[src/rtl/mac_stat_pkg.sv]
package mac_stat_pkg;
  localparam int RX_N  = 7;
  localparam int TX_N  = 7;
  localparam int REG_W = 32;

  // Index order: fcs, align, length, drop, code, overflow, fragment
  localparam int RX_CARRY_POS [RX_N] = '{6, 8, 7, 0, 14, 3, 2};
  // Index order: single, deferred, multiple, late, total, oversize, underrun
  localparam int TX_CARRY_POS [TX_N] = '{6, 8, 5, 4, 2, 16, 15};

  localparam int RX_NARROW_IDX = 1;

  localparam int A_RX_BASE = 0;
  localparam int A_TX_BASE = 8;
  localparam int A_CARRY1  = 16;
  localparam int A_CARRY2  = 17;
  localparam int A_MASK1   = 18;
  localparam int A_MASK2   = 19;

  function automatic logic [REG_W-1:0] carry_valid(input bit rx_side);
    logic [REG_W-1:0] m;
    m = '0;
    for (int i = 0; i < RX_N; i++) begin
      if (rx_side) m[RX_CARRY_POS[i]] = 1'b1;
      else         m[TX_CARRY_POS[i]] = 1'b1;
    end
    return m;
  endfunction
endpackage

[src/rtl/mac_stat_ctr.sv]
module mac_stat_ctr #(
  parameter int W = 16
) (
  input  logic         clk,
  input  logic         rst_n,
  input  logic         evt,
  input  logic         ld,
  input  logic [W-1:0] ld_val,
  output logic [W-1:0] cnt,
  output logic         wrap
);
  logic [W-1:0] cnt_q, cnt_d;
  logic         cnt_en;

  always_comb begin
    cnt_en = ld | evt;
    if (ld) cnt_d = ld_val;
    else    cnt_d = cnt_q + W'(1);
  end

  always_ff @(posedge clk or negedge rst_n) begin
    if (!rst_n)      cnt_q <= '0;
    else if (cnt_en) cnt_q <= cnt_d;
  end

  assign cnt  = cnt_q;
  assign wrap = evt & ~ld & (&cnt_q);
endmodule

[src/rtl/mac_stat_carry.sv]
module mac_stat_carry #(
  parameter int              REG_W = 32,
  parameter logic [REG_W-1:0] VALID = '1
) (
  input  logic             clk,
  input  logic             rst_n,
  input  logic [REG_W-1:0] set_vec,
  input  logic             clr_wr,
  input  logic             mask_wr,
  input  logic [REG_W-1:0] wdata,
  output logic [REG_W-1:0] carry,
  output logic [REG_W-1:0] mask,
  output logic             pend
);
  logic [REG_W-1:0] carry_q, carry_d, clr_vec;
  logic [REG_W-1:0] mask_q;
  logic             carry_en;

  always_comb begin
    clr_vec  = clr_wr ? wdata : '0;
    carry_d  = ((carry_q & ~clr_vec) | set_vec) & VALID;
    carry_en = clr_wr | (|set_vec);
  end

  always_ff @(posedge clk or negedge rst_n) begin
    if (!rst_n)        carry_q <= '0;
    else if (carry_en) carry_q <= carry_d;
  end

  always_ff @(posedge clk or negedge rst_n) begin
    if (!rst_n)       mask_q <= '1;
    else if (mask_wr) mask_q <= wdata;
  end

  assign carry = carry_q;
  assign mask  = mask_q;
  assign pend  = |(carry_q & ~mask_q);
endmodule

[src/rtl/mac_stat_bank.sv]
module mac_stat_bank
  import mac_stat_pkg::*;
#(
  parameter int ADDR_W   = 5,
  parameter int WIDE_W   = 16,
  parameter int NARROW_W = 12
) (
  input  logic              clk,
  input  logic              rst_n,
  input  logic [RX_N-1:0]   rx_evt,
  input  logic [TX_N-1:0]   tx_evt,
  input  logic              wr_en,
  input  logic [ADDR_W-1:0] addr,
  input  logic [REG_W-1:0]  wdata,
  output logic [REG_W-1:0]  rdata,
  output logic              irq
);
  localparam logic [REG_W-1:0] C1_VALID = carry_valid(1'b1);
  localparam logic [REG_W-1:0] C2_VALID = carry_valid(1'b0);

  logic [1:0]       rst_pipe;
  logic             rst_sync_n;
  logic [RX_N-1:0]  rx_wrap;
  logic [TX_N-1:0]  tx_wrap;
  logic [WIDE_W-1:0] rx_cnt [RX_N];
  logic [WIDE_W-1:0] tx_cnt [TX_N];
  logic [REG_W-1:0] rx_set, tx_set;
  logic [REG_W-1:0] carry1_q, carry2_q, mask1_q, mask2_q;
  logic             pend1, pend2;

  // Reset: asserted asynchronously, released after two clock edges
  always_ff @(posedge clk or negedge rst_n) begin
    if (!rst_n) rst_pipe <= 2'b00;
    else        rst_pipe <= {rst_pipe[0], 1'b1};
  end
  assign rst_sync_n = rst_pipe[1];

  for (genvar i = 0; i < RX_N; i++) begin : g_rx
    localparam int W = (i == RX_NARROW_IDX) ? NARROW_W : WIDE_W;
    logic [W-1:0] c;
    mac_stat_ctr #(.W(W)) ctr_i (
      .clk    (clk),
      .rst_n  (rst_sync_n),
      .evt    (rx_evt[i]),
      .ld     (wr_en && (addr == ADDR_W'(A_RX_BASE + i))),
      .ld_val (wdata[W-1:0]),
      .cnt    (c),
      .wrap   (rx_wrap[i])
    );
    assign rx_cnt[i] = WIDE_W'(c);
  end

  for (genvar i = 0; i < TX_N; i++) begin : g_tx
    logic [NARROW_W-1:0] c;
    mac_stat_ctr #(.W(NARROW_W)) ctr_i (
      .clk    (clk),
      .rst_n  (rst_sync_n),
      .evt    (tx_evt[i]),
      .ld     (wr_en && (addr == ADDR_W'(A_TX_BASE + i))),
      .ld_val (wdata[NARROW_W-1:0]),
      .cnt    (c),
      .wrap   (tx_wrap[i])
    );
    assign tx_cnt[i] = WIDE_W'(c);
  end

  // Route wraps to their fixed carry positions
  always_comb begin
    rx_set = '0;
    tx_set = '0;
    for (int i = 0; i < RX_N; i++) rx_set[RX_CARRY_POS[i]] = rx_wrap[i];
    for (int i = 0; i < TX_N; i++) tx_set[TX_CARRY_POS[i]] = tx_wrap[i];
  end

  mac_stat_carry #(.REG_W(REG_W), .VALID(C1_VALID)) carry1_i (
    .clk     (clk),
    .rst_n   (rst_sync_n),
    .set_vec (rx_set),
    .clr_wr  (wr_en && (addr == ADDR_W'(A_CARRY1))),
    .mask_wr (wr_en && (addr == ADDR_W'(A_MASK1))),
    .wdata   (wdata),
    .carry   (carry1_q),
    .mask    (mask1_q),
    .pend    (pend1)
  );

  mac_stat_carry #(.REG_W(REG_W), .VALID(C2_VALID)) carry2_i (
    .clk     (clk),
    .rst_n   (rst_sync_n),
    .set_vec (tx_set),
    .clr_wr  (wr_en && (addr == ADDR_W'(A_CARRY2))),
    .mask_wr (wr_en && (addr == ADDR_W'(A_MASK2))),
    .wdata   (wdata),
    .carry   (carry2_q),
    .mask    (mask2_q),
    .pend    (pend2)
  );

  assign irq = pend1 | pend2;

  always_comb begin
    rdata = '0;
    for (int i = 0; i < RX_N; i++)
      if (addr == ADDR_W'(A_RX_BASE + i)) rdata = REG_W'(rx_cnt[i]);
    for (int i = 0; i < TX_N; i++)
      if (addr == ADDR_W'(A_TX_BASE + i)) rdata = REG_W'(tx_cnt[i]);
    if (addr == ADDR_W'(A_CARRY1)) rdata = carry1_q;
    if (addr == ADDR_W'(A_CARRY2)) rdata = carry2_q;
    if (addr == ADDR_W'(A_MASK1))  rdata = mask1_q;
    if (addr == ADDR_W'(A_MASK2))  rdata = mask2_q;
  end
endmodule

[config.mk]
export PLATFORM = sky130hd
export DESIGN_NAME = mac_stat_bank
export DESIGN_NICKNAME = d
export VERILOG_FILES = /design/src/rtl/mac_stat_pkg.sv /design/src/rtl/mac_stat_ctr.sv /design/src/rtl/mac_stat_carry.sv /design/src/rtl/mac_stat_bank.sv
export SDC_FILE = /design/constraint.sdc
export NUM_CORES = 1
export LEC_CHECK = 0
export BUFFER_PORTS_ARGS = -buffer_cell sky130_fd_sc_hd__buf_2
export CORE_UTILIZATION = 29
export DETAILED_ROUTE_END_ITERATION = 16
export SYNTH_ARGS = -nofsm -noshare
export SYNTH_HDL_FRONTEND = slang
export SYNTH_SLANG_ARGS = --single-unit
[constraint.sdc]
create_clock -name clk -period 13 [get_ports clk]
set_input_delay 1.3 -clock clk [delete_from_list [all_inputs] [get_ports clk]]
set_output_delay 1.3 -clock clk [all_outputs]
set_load 0.01 [all_outputs]
# Word-level counts from Yosys, hierarchy flattened

Cells that the tools add are included.

Add/sub/neg operators: 14
Eq/ne operators: 17
Mux-type cells: 34
Bitwise operators: 69
Reductions and logical operators: 37

Operator list:

| kind                                                 | count |
|---|---|
| two-way mux 32 bit                                   | 16 |
| two-way mux 16 bit                                   | 8 |
| adder 12 x 1 -> 12 bit (second input constant)       | 8 |
| adder 16 x 1 -> 16 bit (second input constant)       | 6 |
| two-way mux 12 bit                                   | 8 |
| AND reduction 12 bit                                 | 8 |
| AND reduction 16 bit                                 | 6 |
| inverter 32 bit                                      | 2 |
| OR reduction 32 bit                                  | 2 |
| equality test 5 x 4 -> 1 bit (second input constant) | 7 |
| bitwise AND 15 x 32 -> 32 bit                        | 1 |
| bitwise AND 17 x 32 -> 32 bit                        | 1 |
| bitwise AND 1 bit                                    | 28 |
| equality test 5 bit (second input constant)          | 4 |
| logical AND 1 bit                                    | 18 |
| bitwise AND 17 bit                                   | 1 |
| two-way mux 17 bit                                   | 1 |
| inverter 17 bit                                      | 1 |
| bitwise OR 1 bit                                     | 17 |
| bitwise OR 17 bit                                    | 1 |
| bitwise AND 15 bit                                   | 1 |
| equality test 5 x 3 -> 1 bit (second input constant) | 3 |
| two-way mux 15 bit                                   | 1 |
| inverter 15 bit                                      | 1 |
| other kinds (6)                                      | 21 |

Flip-flop bits (word level): 272
Output and inout port bits: 33

# Depth between registers and ports, before layout

Gate-level depths: netlist of the first run.

Depth after elaboration: 19
Mapped depth: 9
Depth with buffers taken out: 6

# Modules after synthesis

Synthesis of the first run repeated with hierarchy kept, for this count alone.

Cell total of the unflattened synthesis: 1959
Area, all modules: 18231.2 um^2

By module, submodules not included:

| module                            | instances | cells each | area an instance (um^2) | seq. area each (um^2) |
|---|---|---|---|---|
| mac_stat_ctr at g_rx[0].ctr_i ... | 6         | 101        | 928.4                   | 400.4 |
| mac_stat_carry                    | 2         | 125        | 1885.6                  | 1016.0 |
| mac_stat_bank                     | 1         | 542        | 3490.8                  | 50.0 |
| mac_stat_ctr at g_tx[2].ctr_i ... | 5         | 69         | 674.4                   | 300.3 |
| mac_stat_ctr at g_rx[1].ctr_i ... | 3         | 72         | 675.6                   | 300.3 |

# Worst setup path before layout of the first run

OpenSTA, ideal clock, no wires.

Path type: input to output
Start point: in addr[0]
End point: out rdata[13]
Arrival time: 2.782 ns
Required time: 11.700 ns
Slack: 8.918 ns
Stages: 7
Buffers on the path: 3
Path through: buf_4 > or2_1 > clkbuf_1 > clkbuf_1 > o22ai_1 > a22oi_1 > o41ai_1

Longest elaborated chain between the ends: 19

Ends and longest elaborated chain:

| element                          | RTL line             | RTL |
|---|---|---|
| from (decl)                      | mac_stat_bank.sv:13  | `input logic [ADDR_W-1:0] addr,` |
| logical NOT 5 bit                | mac_stat_bank.sv:104 | `if (addr == ADDR_W'(A_RX_BASE + i)) rdata = REG_W'(rx_cnt[i]);` |
| two-way mux 16 bit (2 in series) | mac_stat_bank.sv:104 |  |
| two-way mux 32 bit (5 in series) | mac_stat_bank.sv:104 |  |
| two-way mux 32 bit (7 in series) | mac_stat_bank.sv:106 | `if (addr == ADDR_W'(A_TX_BASE + i)) rdata = REG_W'(tx_cnt[i]);` |
| two-way mux 32 bit               | mac_stat_bank.sv:107 | `if (addr == ADDR_W'(A_CARRY1)) rdata = carry1_q;` |
| two-way mux 32 bit               | mac_stat_bank.sv:108 | `if (addr == ADDR_W'(A_CARRY2)) rdata = carry2_q;` |
| two-way mux 32 bit               | mac_stat_bank.sv:109 | `if (addr == ADDR_W'(A_MASK1)) rdata = mask1_q;` |
| two-way mux 32 bit (*)           | mac_stat_bank.sv:110 | `if (addr == ADDR_W'(A_MASK2)) rdata = mask2_q;` |
| to (decl)                        | mac_stat_bank.sv:15  | `output logic [REG_W-1:0] rdata,` |

Every way passes the cells marked *; elsewhere a longest branch is shown, timed or not.

# Final worst setup path of the first run

Start point: in addr[1]
End point: out rdata[1]

The elaborated chain is that of the path after synthesis.

==> results by group, run 1 <==
Detailed routing
  – Final ANT Viol Nets: 0
  – Initial DRC Count: 1381
  – Vias/cell: 5.51
  – Total number of vias: 14.4k
  – Final WL: 58800 um
  – WL/cell: 22.6 um
  – DRC: 0
  – Pre-antenna DRT Iters: 6

Pwr
  – P_leak: 7.44 nW
  – Power per Cell Area: 185 nW/um2
  – Worst VDD drop: 0.115 mV

Finish
  – Post-Layout Cell Count: 2606
  – Ant. Diodes: 0
  – Fillers: 5796
  – Area Overhead vs Synth: 12.3%
  – Nets: 1893
  – Share of layout cells above drive strength 1: 0.170

Clocking
  – CTS Hold Bufs: 0
  – Max Root-Sink Buffers: 3
  – Num CTS Buffers: 34
  – Htree depth: 2
  – Total clock sinks: 272
  – Clock Tree Root: clkbuf_16
  – # Post-CTS Setup Buffers: 0
  – Clk_lat worst skew: 0.55 ns
  – CTS resizes: 0
  – Clk pin slew, worst setup/hold paths: 0.06 ns
  – TritonCTS clock tree: yes

Placed design
  – Placed Instances: 2545
  – RD Place Congestion: 1.00
  – Post-DP HPWL: 40200 um
  – Port Buffers: 86

Synthesis
  – Unique masters post-synth: 83
  – EDFF count, synth: 0
  – Synth async-reset ratio: 1.00
  – Most area-consuming cells after synthesis: dfrtp_1, dfstp_2, mux2_4
  – Yosys reg bits: 272
  – Sequential element share of the synthesized area: 0.414
  – Synth cell count leaders: dfrtp_1, nor2_1, a21oi_1
  – Synth Instances: 1824
  – Top-count cell post-synth: dfrtp_1
  – Post-Syn Nets: 1892
  – YS warnings: 0
  – Post-synthesis area per instance: 9.12 um2
  – Synth top area share: 0.313
  – Ys flop type: dfrtp_1
  – Post-Syn Area: 16600 um2
  – Leading area contributor after synthesis: dfrtp_1

Worst setup path
  – R2R depth: 2
  – Critical path required time: 11.70 ns
  – Critical Path Fanout Max: 78
  – CP Class: input pin to output pin
  – CP Launch Type: input pin
  – Critical path endpoint category: output pin
  – Worst path arrival time: 4.75 ns

Timing
  – RSZ-0062 raised after global routing: false
  – Hold Vio Cnt, Final: 0
  – Worst-Margin Slew: 1.23 ns
  – Post-layout minimum cycle time: 6.05 ns
  – Final period utilization: 0.465
  – Slew headroom: 0.162
  – Finish-stage setup viols: 0
  – Fin. max-slew vios: 0
  – Clock Skew: 0.0221 ns
  – Final setup TNS: 0 ns
  – Fmax: 0.165 GHz

Min path
  – Worst hold stages: 0
  – Worst hold path type: flop to flop

Flow run
  – Max-Cap Viols: 0

Global routing
  – Largest net degree at the start of global routing: 81
  – Grt total ovfl: 0
  – Global-route wire length before repair: 88600 um
  – Number of global-route vias before repair: 13.8k
  – Total GRT Usage: 0.202
  – Initial antenna violation count: 4

Floorplanning
  – Core footprint: 56500 um2
  – Chip Width: 241 um
  – IO Pins: 87
  – Row Count: 87
  – Starting Density: 0.294
  – Chip Height: 241 um
  – Die area: 58300 um2

Outcome
  – Status: completed
worst max-delay path, stage by stage:
cell,delay (ns)
buf_2,0.07
buf_4,0.64
nor2_1,0.36
a2111oi_0,1.15
o221ai_1,0.29
a21oi_1,0.51
o21ai_0,0.19
buf_2,0.18
flip-flops by register name (all words and copies together), names as in the netlist:
| register | flops |
|---|---|
| carry2_i.carry | 7 |
| g_rx.ctr_i.cnt | 108 |
| carry1_i.mask | 32 |
| carry2_i.mask | 32 |
| rst_pipe | 2 |
| g_tx.ctr_i.cnt | 84 |
| carry1_i.carry | 7 |
kinds of logic (layout without fill, tap and decap cells):
logic type / Yosys count / after routing / share of synthesized area
adders and majority gates: 14 / 14 / 0.0105
other: 1 / 1 / 0.000225
buffers and inverters: 169 / 195 / 0.0464
xor gates and xnor gates: 178 / 178 / 0.0937
and+or+nand+nor: 647 / 647 / 0.189
DFF: 272 / 272 / 0.414
AOI/OAI and AO/OA: 436 / 436 / 0.160
muxes: 107 / 107 / 0.0860
layout make-up:
cell class	instances	area [um2]	share of cell area
inverters	39	146	0.00784
well taps	756	946	0.0507
clock buffers	50	1040	0.0559
clock inverters	11	161	0.00864
repair buffers	95	500	0.0268
flip-flops and latches	272	6890	0.369
multi-input cells	1383	8980	0.481
where the power goes:
part | internal, mW | leakage, nW | switching [mW]
clock | 0.638 | 0.594 | 0.386
combinational | 0.413 | 3.67 | 0.410
sequential | 1.16 | 3.18 | 0.446
total | 2.21 | 7.44 | 1.24
layer usage:
layer  global-route usage  wire length, um  up-vias
met4               0.0683             1910        8
li1                     -                -     6480
met3               0.0473             4590      121
met1                0.267            25200     7154
met5                    0               54        -
met2                0.323            27000      595
stage by stage:
stage | utilization | instance area (um2) | worst slack, ns | hold WS, ns | power (mW)
finish | 0.331 | 18700 | 6.95 | 0.360 | 3.46
global route | 0.331 | 18700 | 7.04 | 0.378 | 3.64
detailed placement | 0.309 | 17500 | 7.29 | 0.342 | 2.42
global placement | 0.309 | 17500 | 7.29 | 0.338 | 2.38
floorplan | - | 16600 | 4.97 | 0.331 | 2.06
CTS | 0.331 | 18700 | 7.25 | 0.365 | 3.46
cell usage in the layout (no fill, tap or decap), types with 10 or more instances in the layout:
cell type and instances:
nand3_1 73, a22o_1 18, xnor2_1 86, nand2_1 176, mux2_4 60, a21oi_1 179, mux2i_1 27, o21ai_0 96
nand2b_1 16, nor2b_1 14, clkbuf_16 37, dfstp_2 64, mux2_2 17, and3_1 26, and4_1 23, ha_1 14
o22ai_1 19, nor2_1 202, a22oi_1 13, inv_1 38, dfrtp_1 207, nor3_1 22, buf_4 10, xor2_1 92
buf_2 85, nand4_1 42
worst paths after layout:
check / slack, ns / start / end
max: 6.95 / addr[1] / rdata[1]
min: 0.36 / rst_pipe[0] / rst_pipe[1]
max reg2reg: 10.33 / rst_pipe[1] / g_rx[4].ctr_i.cnt[12]
min reg2reg: 0.36 / rst_pipe[0] / rst_pipe[1]
max in group asynchronous: 10.33 / rst_pipe[1] / g_rx[4].ctr_i.cnt[12]
min in group asynchronous: 0.42 / rst_pipe[1] / g_rx[6].ctr_i.cnt[5]
(Power assumes the default switching activity.)
==> inputs of run 2 (changes only) <==
clock period = 5 ns   (was 13 ns; I/O delays follow)
==> run 2 against run 1 <==
  * Clock-buffer cell count is 2 higher
  * Utilization up 0.21 points
  * Sequential power rose to 2.6 times the previous value
  * First-iteration DRC count increased by 15%
  * Wire length grew 1.0%
  * Critical path depth down 1
  * Clock power rose to 2.6 times the previous value
  * Sequential share of layout area down 0.23 points
  * Final area rose by 0.63%
  * Highest routed layer unchanged
==> results by group, run 2 (synthesis results as in run 1) <==
Pwr
  – Sw Share: 0.365 (+0.00528)
  – Comb power frac: 0.239 (about the same)
  – Power Internal: 5.70 mW (+160%)
  – Power per Cell Area: 478 nW/um2 (+160%)
  – Clock group share of total power: 0.295 (about the same)
  – Worst VDD drop: 0.263 mV (+130%)
  – P_sw: 3.28 mW (+160%)
  – Seq pwr share: 0.467 (about the same)
  – P_leak: 7.51 nW (+0.88%)

Timing
  – Worst-Margin Slew: 1.16 ns (-0.0620 ns)
  – RSZ-0062 raised after global routing: false
  – Final period utilization: 0.818
  – Post-layout minimum cycle time: 4.09 ns
  – Final setup TNS: 0 ns (unchanged)
  – Fmax: 0.244 GHz
  – Finish-stage setup viols: 0 (unchanged)
  – Clock Skew: 0.0228 ns (+0.000638 ns)
  – Fin. max-slew vios: 0 (unchanged)
  – Hold Vio Cnt, Final: 0 (unchanged)
  – Slew headroom: 0.223 (+0.0616)

Detailed routing
  – Total number of vias: 14.3k (-0.57%)
  – Pre-antenna DRT Iters: 6 (unchanged)
  – Initial DRC Count: 1591 (+15%)
  – Vias/cell: 5.45 (-1.1%)
  – Final ANT Viol Nets: 0 (unchanged)
  – DRC: 0 (unchanged)
  – Final WL: 59400 um (+1.0%)
  – WL/cell: 22.7 um (+0.47%)

Finish
  – Most frequent cells in the layout: dfrtp_1, nor2_1, a21oi_1
  – Fin area: 18800 um2 (+0.63%)
  – Utilization after layout: 0.333 (+0.00208)
  – Nets: 1905 (+0.63%)
  – Max reg flops: 108 (unchanged)
  – Share of layout cells above drive strength 1: 0.176 (+0.00579)
  – Fillers: 5787 (-0.16%)
  – Area Overhead vs Synth: 13.0%
  – Most common cell after layout, fill and taps aside: dfrtp_1

Flow run
  – Max-Cap Viols: 0 (unchanged)

Placed design
  – Post-DP HPWL: 40800 um (+1.6%)
  – Port Buffers: 86 (unchanged)
  – RD Place Congestion: 1.01 (+1.2%)
  – Placed cell area: 17600 um2 (+0.50%)

Worst setup path
  – CP Launch Type: input pin
  – Critical path endpoint category: output pin
  – CP cell instances: buf_2, inv_1, o21ai_0, a32oi_1, a2111oi_0, o21ai_0, buf_2
  – Slowest cell on the critical path: a2111oi_0
  – Critical path required time: 4.50 ns (-7.20 ns)
  – R2R depth: 5 (+3)
  – Max stage delay on crit path: 0.83 ns (-0.32 ns)
  – Worst path arrival time: 3.59 ns (-1.16 ns)
  – Critical Path Fanout Max: 47 (-40%)
  – CP Class: input pin to output pin

Global routing
  – GRT met2 Usage: 0.324 (about the same)
  – GRT met1 Usage: 0.277 (+0.00962)
  – Gr busiest metal: met2
  – Total GRT Usage: 0.204 (+0.00217)
  – Initial antenna violation count: 3 (-1)
  – Met3 Usage GRT: 0.0425 (-0.00479)
  – Number of global-route vias before repair: 13.7k (-0.62%)
  – Grt total ovfl: 0 (unchanged)
  – Global-route wire length before repair: 89300 um (+0.75%)
  – Largest net degree at the start of global routing: 170 (+110%)

Clocking
  – Clock Tree Root: clkbuf_16
  – Max Root-Sink Buffers: 3 (unchanged)
  – Num CTS Buffers: 35 (+2.9%)
  – Clk_lat worst skew: 0.56 ns (about the same)
  – Htree depth: 2 (unchanged)
  – # Post-CTS Setup Buffers: 0 (unchanged)
  – Clk pin slew, worst setup/hold paths: 0.06 ns (about the same)
  – TritonCTS clock tree: yes
  – Total clock sinks: 272 (unchanged)

Floorplanning
  – Chip Height: 241 um (unchanged)
  – Chip Width: 241 um (unchanged)
  – Starting Density: 0.294 (unchanged)
  – Core footprint: 56500 um2 (unchanged)
  – IO Pins: 87 (unchanged)
  – Die area: 58300 um2 (unchanged)
  – Row Count: 87 (unchanged)

Min path
  – Worst hold stages: 2 (+2)
  – Worst hold path type: input pin to flop

Outcome
  – Status: completed
run 2: changes by cell type in the layout (fill, tap and decap cells not counted), moves of 2 or more:
cell       previous run  this run
inv_6                 1         3
clkbuf_8              7        11
buf_4                10        19
bufinv_16             4         2
run 2: power groups by stage:
stage / clock (mW) / combinational [mW] / sequential, mW
after detailed placement: 0 / 2.12 / 4.18
after global routing: 2.80 / 2.39 / 4.27
after CTS: 2.70 / 2.13 / 4.16
final: 2.65 / 2.14 / 4.19
after floorplan: 0 / 1.66 / 3.70
after global placement: 0 / 2.04 / 4.17
run 2: layout make-up:
cell class | count | area [um2] | area share
timing repair buffer | 106 | 598 | 0.0318
clock inverter | 11 | 153 | 0.00812
antenna | 1 | 2.50 | 0.000133
tap | 756 | 946 | 0.0503
clock buffer | 52 | 1070 | 0.0570
multi-input combinational | 1383 | 8980 | 0.478
inverter | 39 | 146 | 0.00779
sequential | 272 | 6890 | 0.367
run 2: through the flow:
stage               setup WS [ns]  power [mW]  hold WS, ns  std cells
finish                      0.909        8.98        0.185       2620
floorplan                   0.602        5.36        0.204       1824
CTS                          1.12        9.00        0.153       2619
global route                0.903        9.46        0.174       2619
global placement             1.15        6.21        0.287       2555
detailed placement           1.14        6.30        0.288       2555
run 2: layer usage:
layer	up-vias	share of wire	routed length [um]
li1	6486	-	-
met1	7112	0.44	26000
met2	569	0.46	27100
met3	105	0.078	4660
met4	4	0.027	1610
met5	-	0.00039	23
run 2: worst max-delay path: cells and delay by family:
kind,cells,cell delay [ns]
buffers and inverters,3,1.52
AO/OA/AOI/OAI,4,1.55
run 2: what timing repair did:
item | CTS | global route
hold endpoints to repair | 2 | 0
resized for setup | 0 | 0
hold buffers | 1 | 0
run 2: final timing paths:
check	startpoint	end	slack (ns)
worst max-delay path	addr[1]	rdata[8]	0.91
worst min-delay path	wdata[22]	carry1_i.mask[22]	0.19
worst max register to register	g_rx[6].ctr_i.cnt[6]	g_rx[6].ctr_i.cnt[15]	2.76
worst min register to register	rst_pipe[0]	rst_pipe[1]	0.35
max in group asynchronous	rst_pipe[1]	g_tx[5].ctr_i.cnt[2]	3.19
min in group asynchronous	rst_n	rst_pipe[1]	0.27
==> inputs of run 3 (changes only) <==
ABC_AREA = 1   (was unset)
clock period = 3.7 ns   (was 5 ns; I/O delays follow)
==> run 3 against run 2 <==
  * Clock-buffer cell count down 9
  * Final area down 1.0%
  * Critical path type unchanged
  * Synthesized cell count up 16%
==> results by group, run 3 <==
Outcome
  – Status: completed

Detailed routing
  – Final WL: 59800 um (+0.72%)
  – DRC: 0 (unchanged)
  – WL/cell: 20.2 um (-11%)
  – Total number of vias: 15.6k (+9.3%)
  – Pre-antenna DRT Iters: 6 (unchanged)
  – Initial DRC Count: 1510 (-5.1%)
  – Final ANT Viol Nets: 0 (unchanged)
  – Vias/cell: 5.26 (-3.5%)

Timing
  – Fmax: 0.322 GHz
  – Final period utilization: 0.839
  – Slew headroom: 0.223 (about the same)
  – Hold Vio Cnt, Final: 0 (unchanged)
  – RSZ-0062 raised after global routing: false
  – Clock Skew: 0.0213 ns (-0.00147 ns)
  – Fin. max-slew vios: 0 (unchanged)
  – Finish-stage setup viols: 0 (unchanged)
  – Worst-Margin Slew: 1.16 ns (+0.0000495 ns)
  – Post-layout minimum cycle time: 3.11 ns
  – Final setup TNS: 0 ns (unchanged)
  – Final WS setup: 0.595 ns (-0.315 ns)

Pwr
  – P_leak: 8.30 nW (+10%)
  – Power Internal: 6.78 mW (+19%)
  – Worst VDD drop: 0.394 mV (+50%)
  – Power per Cell Area: 569 nW/um2 (+19%)
  – Sw Share: 0.359 (-0.00581)
  – Seq pwr share: 0.463 (-0.004)
  – Clock group share of total power: 0.317 (+0.022)
  – P_sw: 3.80 mW (+16%)
  – Comb power frac: 0.220 (-0.019)

Clocking
  – Max Root-Sink Buffers: 3 (unchanged)
  – Clk pin slew, worst setup/hold paths: 0.06 ns (about the same)
  – Htree depth: 1 (-1)
  – Clk_lat worst skew: 0.59 ns (+0.03 ns)
  – Total clock sinks: 272 (unchanged)
  – CTS resizes: 0 (unchanged)
  – CTS Hold Bufs: 4 (+3)
  – Num CTS Buffers: 31 (-11%)
  – Clock Tree Root: clkbuf_16
  – # Post-CTS Setup Buffers: 0 (unchanged)
  – TritonCTS clock tree: yes

Floorplanning
  – Row Count: 86 (-1.1%)
  – Starting Density: 0.294 (-0.000392)
  – Chip Width: 239 um (-1.2%)
  – Chip Height: 239 um (-1.2%)
  – IO Pins: 87 (unchanged)
  – Core footprint: 55200 um2 (-2.3%)
  – Die area: 56900 um2 (-2.4%)

Worst setup path
  – Slowest cell on the critical path: nor2_1
  – Critical path required time: 3.33 ns (-1.17 ns)
  – Max stage delay on crit path: 0.56 ns (-0.27 ns)
  – CP cell instances: buf_2, nor2_1, buf_4, inv_2, nor2_1, nand2_1, nand3_1, nor2_1, nand4_1, nand2_1, nand2_1, nand2_1, nand3b_1, nand2_1, nand4_1, buf_2
  – Critical path endpoint category: output pin
  – Buffers plus inverters on the worst setup path: 4 (+1)
  – CP top delay family: simple AND/OR/NAND/NOR gates
  – CP Launch Type: input pin
  – CP Class: input pin to output pin
  – Critical Path Fanout Max: 12 (-74%)
  – Crit path top cell by count: nand2_1
  – Worst path arrival time: 2.74 ns (-0.85 ns)

Finish
  – Area Overhead vs Synth: 14.6%
  – Most common cell after layout, fill and taps aside: nand2_1
  – Share of layout cells above drive strength 1: 0.126 (-0.0497)
  – Most frequent cells in the layout: nand2_1, inv_1, dfrtp_1
  – Max reg flops: 108 (unchanged)
  – Ant. Diodes: 0 (-1)
  – Nets: 2261 (+19%)
  – Fillers: 5805 (+0.31%)

Global routing
  – Largest net degree at the start of global routing: 97 (-43%)
  – Number of global-route vias before repair: 14.9k (+8.4%)
  – Grt total ovfl: 0 (unchanged)
  – Initial antenna violation count: 5 (+2)
  – Total GRT Usage: 0.208 (+0.00326)
  – Global-route wire length before repair: 90700 um (+1.6%)

Synthesis
  – Synth async-reset ratio: 1.00 (unchanged)
  – Synth top area share: 0.321 (+0.00777)
  – Top-count cell post-synth: nand2_1
  – Post-synthesis area per instance: 7.66 um2 (-16%)
  – Most area-consuming cells after synthesis: dfrtp_1, nand2_1, dfstp_2
  – Post-Syn Area: 16200 um2 (-2.4%)
  – Post-Syn Nets: 2188 (+16%)
  – YS warnings: 0 (unchanged)
  – Sequential element share of the synthesized area: 0.424 (+0.0103)
  – Leading area contributor after synthesis: dfrtp_1
  – Unique masters post-synth: 52 (-37%)
  – Synth Instances: 2120 (+16%)
  – Yosys reg bits: 272 (unchanged)
  – Synth cell count leaders: nand2_1, inv_1, dfrtp_1
  – Ys flop type: dfrtp_1
  – EDFF count, synth: 0 (unchanged)

Placed design
  – Pre-CTS setup slack: 0.689 ns (-0.452 ns)
  – Post-DP HPWL: 43200 um (+5.8%)
  – Port Buffers: 86 (unchanged)
  – RD Place Congestion: 0.994 (-1.9%)

Min path
  – Worst hold path type: input pin to flop

Flow run
  – Max-Cap Viols: 0 (unchanged)
-- run 3: changes by cell type after synthesis, sizes merged, moves of 21 or more --
cell	change
o22ai	+21
o21ai	+35
and3	-25
mux2i	-27
buf	-47
o221ai	+69
mux2	-77
xnor2	-68
nand2	+353
and4	-23
nand3	+34
inv	+245
a21oi	-100
-- run 3: logic make-up (layout without fill, tap and decap cells) --
family / Yosys count / count (layout) / synth area share
xor+xnor: 113 / 113 / 0.0610
fa+ha+maj: 14 / 14 / 0.0108
other cells: 1 / 1 / 0.000231
buf+inv: 353 / 451 / 0.0833
simple gates: 944 / 944 / 0.252
compound gates: 423 / 423 / 0.168
flops: 272 / 272 / 0.424
-- run 3: routing by layer --
layer / global-route usage / share of wire / vias up
met5: 0 / 0.00095 / -
met4: 0.0752 / 0.034 / 10
met3: 0.0365 / 0.077 / 109
met2: 0.332 / 0.45 / 652
met1: 0.280 / 0.44 / 7591
li1: - / - / 7237
-- run 3: worst paths after layout --
path	from	to	slack [ns]	cells past startpoint
min	wdata[25]	carry1_i.mask[25]	0.01	3
min in group asynchronous	rst_n	rst_pipe[1]	0.08	2
max	addr[2]	rdata[5]	0.59	16
max reg2reg	g_rx[0].ctr_i.cnt[0]	carry1_i.carry[6]	1.48	9
min reg2reg	rst_pipe[1]	g_tx[2].ctr_i.cnt[11]	0.31	0
max in group asynchronous	rst_pipe[1]	carry1_i.mask[18]	2.43	1
-- run 3: area by class of cell --
cell class	instances	area (um2)	area share
Multi-Input combinational cell	1495	8000	0.430
Inverter	288	1080	0.0581
Clock buffer	43	881	0.0474
Clock inverter	15	205	0.0110
Timing Repair Buffer	105	608	0.0327
Sequential cell	272	6890	0.370
Tap cell	748	936	0.0503
-- run 3: worst reg2reg max path, delay by kind of cell (launching register included) --
| family | cells | cell delay, ns |
|---|---|---|
| adder cells (fa/ha/maj) | 1 | 0.19 |
| flip-flops | 1 | 0.41 |
| AND/OR/NAND/NOR | 8 | 1.55 |
-- run 3: power groups by stage --
stage                     clock network (mW)  registers (mW)  logic [mW]
after floorplan                            0            4.56        1.68
after global placement                     0            4.89        2.23
after detailed placement                   0            4.90        2.29
final                                   3.35            4.90        2.33
after CTS                               3.40            4.86        2.31
after global routing                    3.50            4.99        2.64
-- run 3: through the flow --
| step | hold slack [ns] | cell area [um2] | power [mW] | instances | utilization |
|---|---|---|---|---|---|
| after floorplan | 0.0744 | 16200 | 6.23 | 2120 | - |
| after global placement | 0.157 | 17500 | 7.12 | 2904 | 0.317 |
| after detailed placement | 0.158 | 17500 | 7.19 | 2904 | 0.317 |
| after CTS | 0.000150 | 18600 | 10.6 | 2966 | 0.337 |
| after global routing | 0.0269 | 18600 | 11.1 | 2966 | 0.337 |
| final | 0.0122 | 18600 | 10.6 | 2966 | 0.337 |
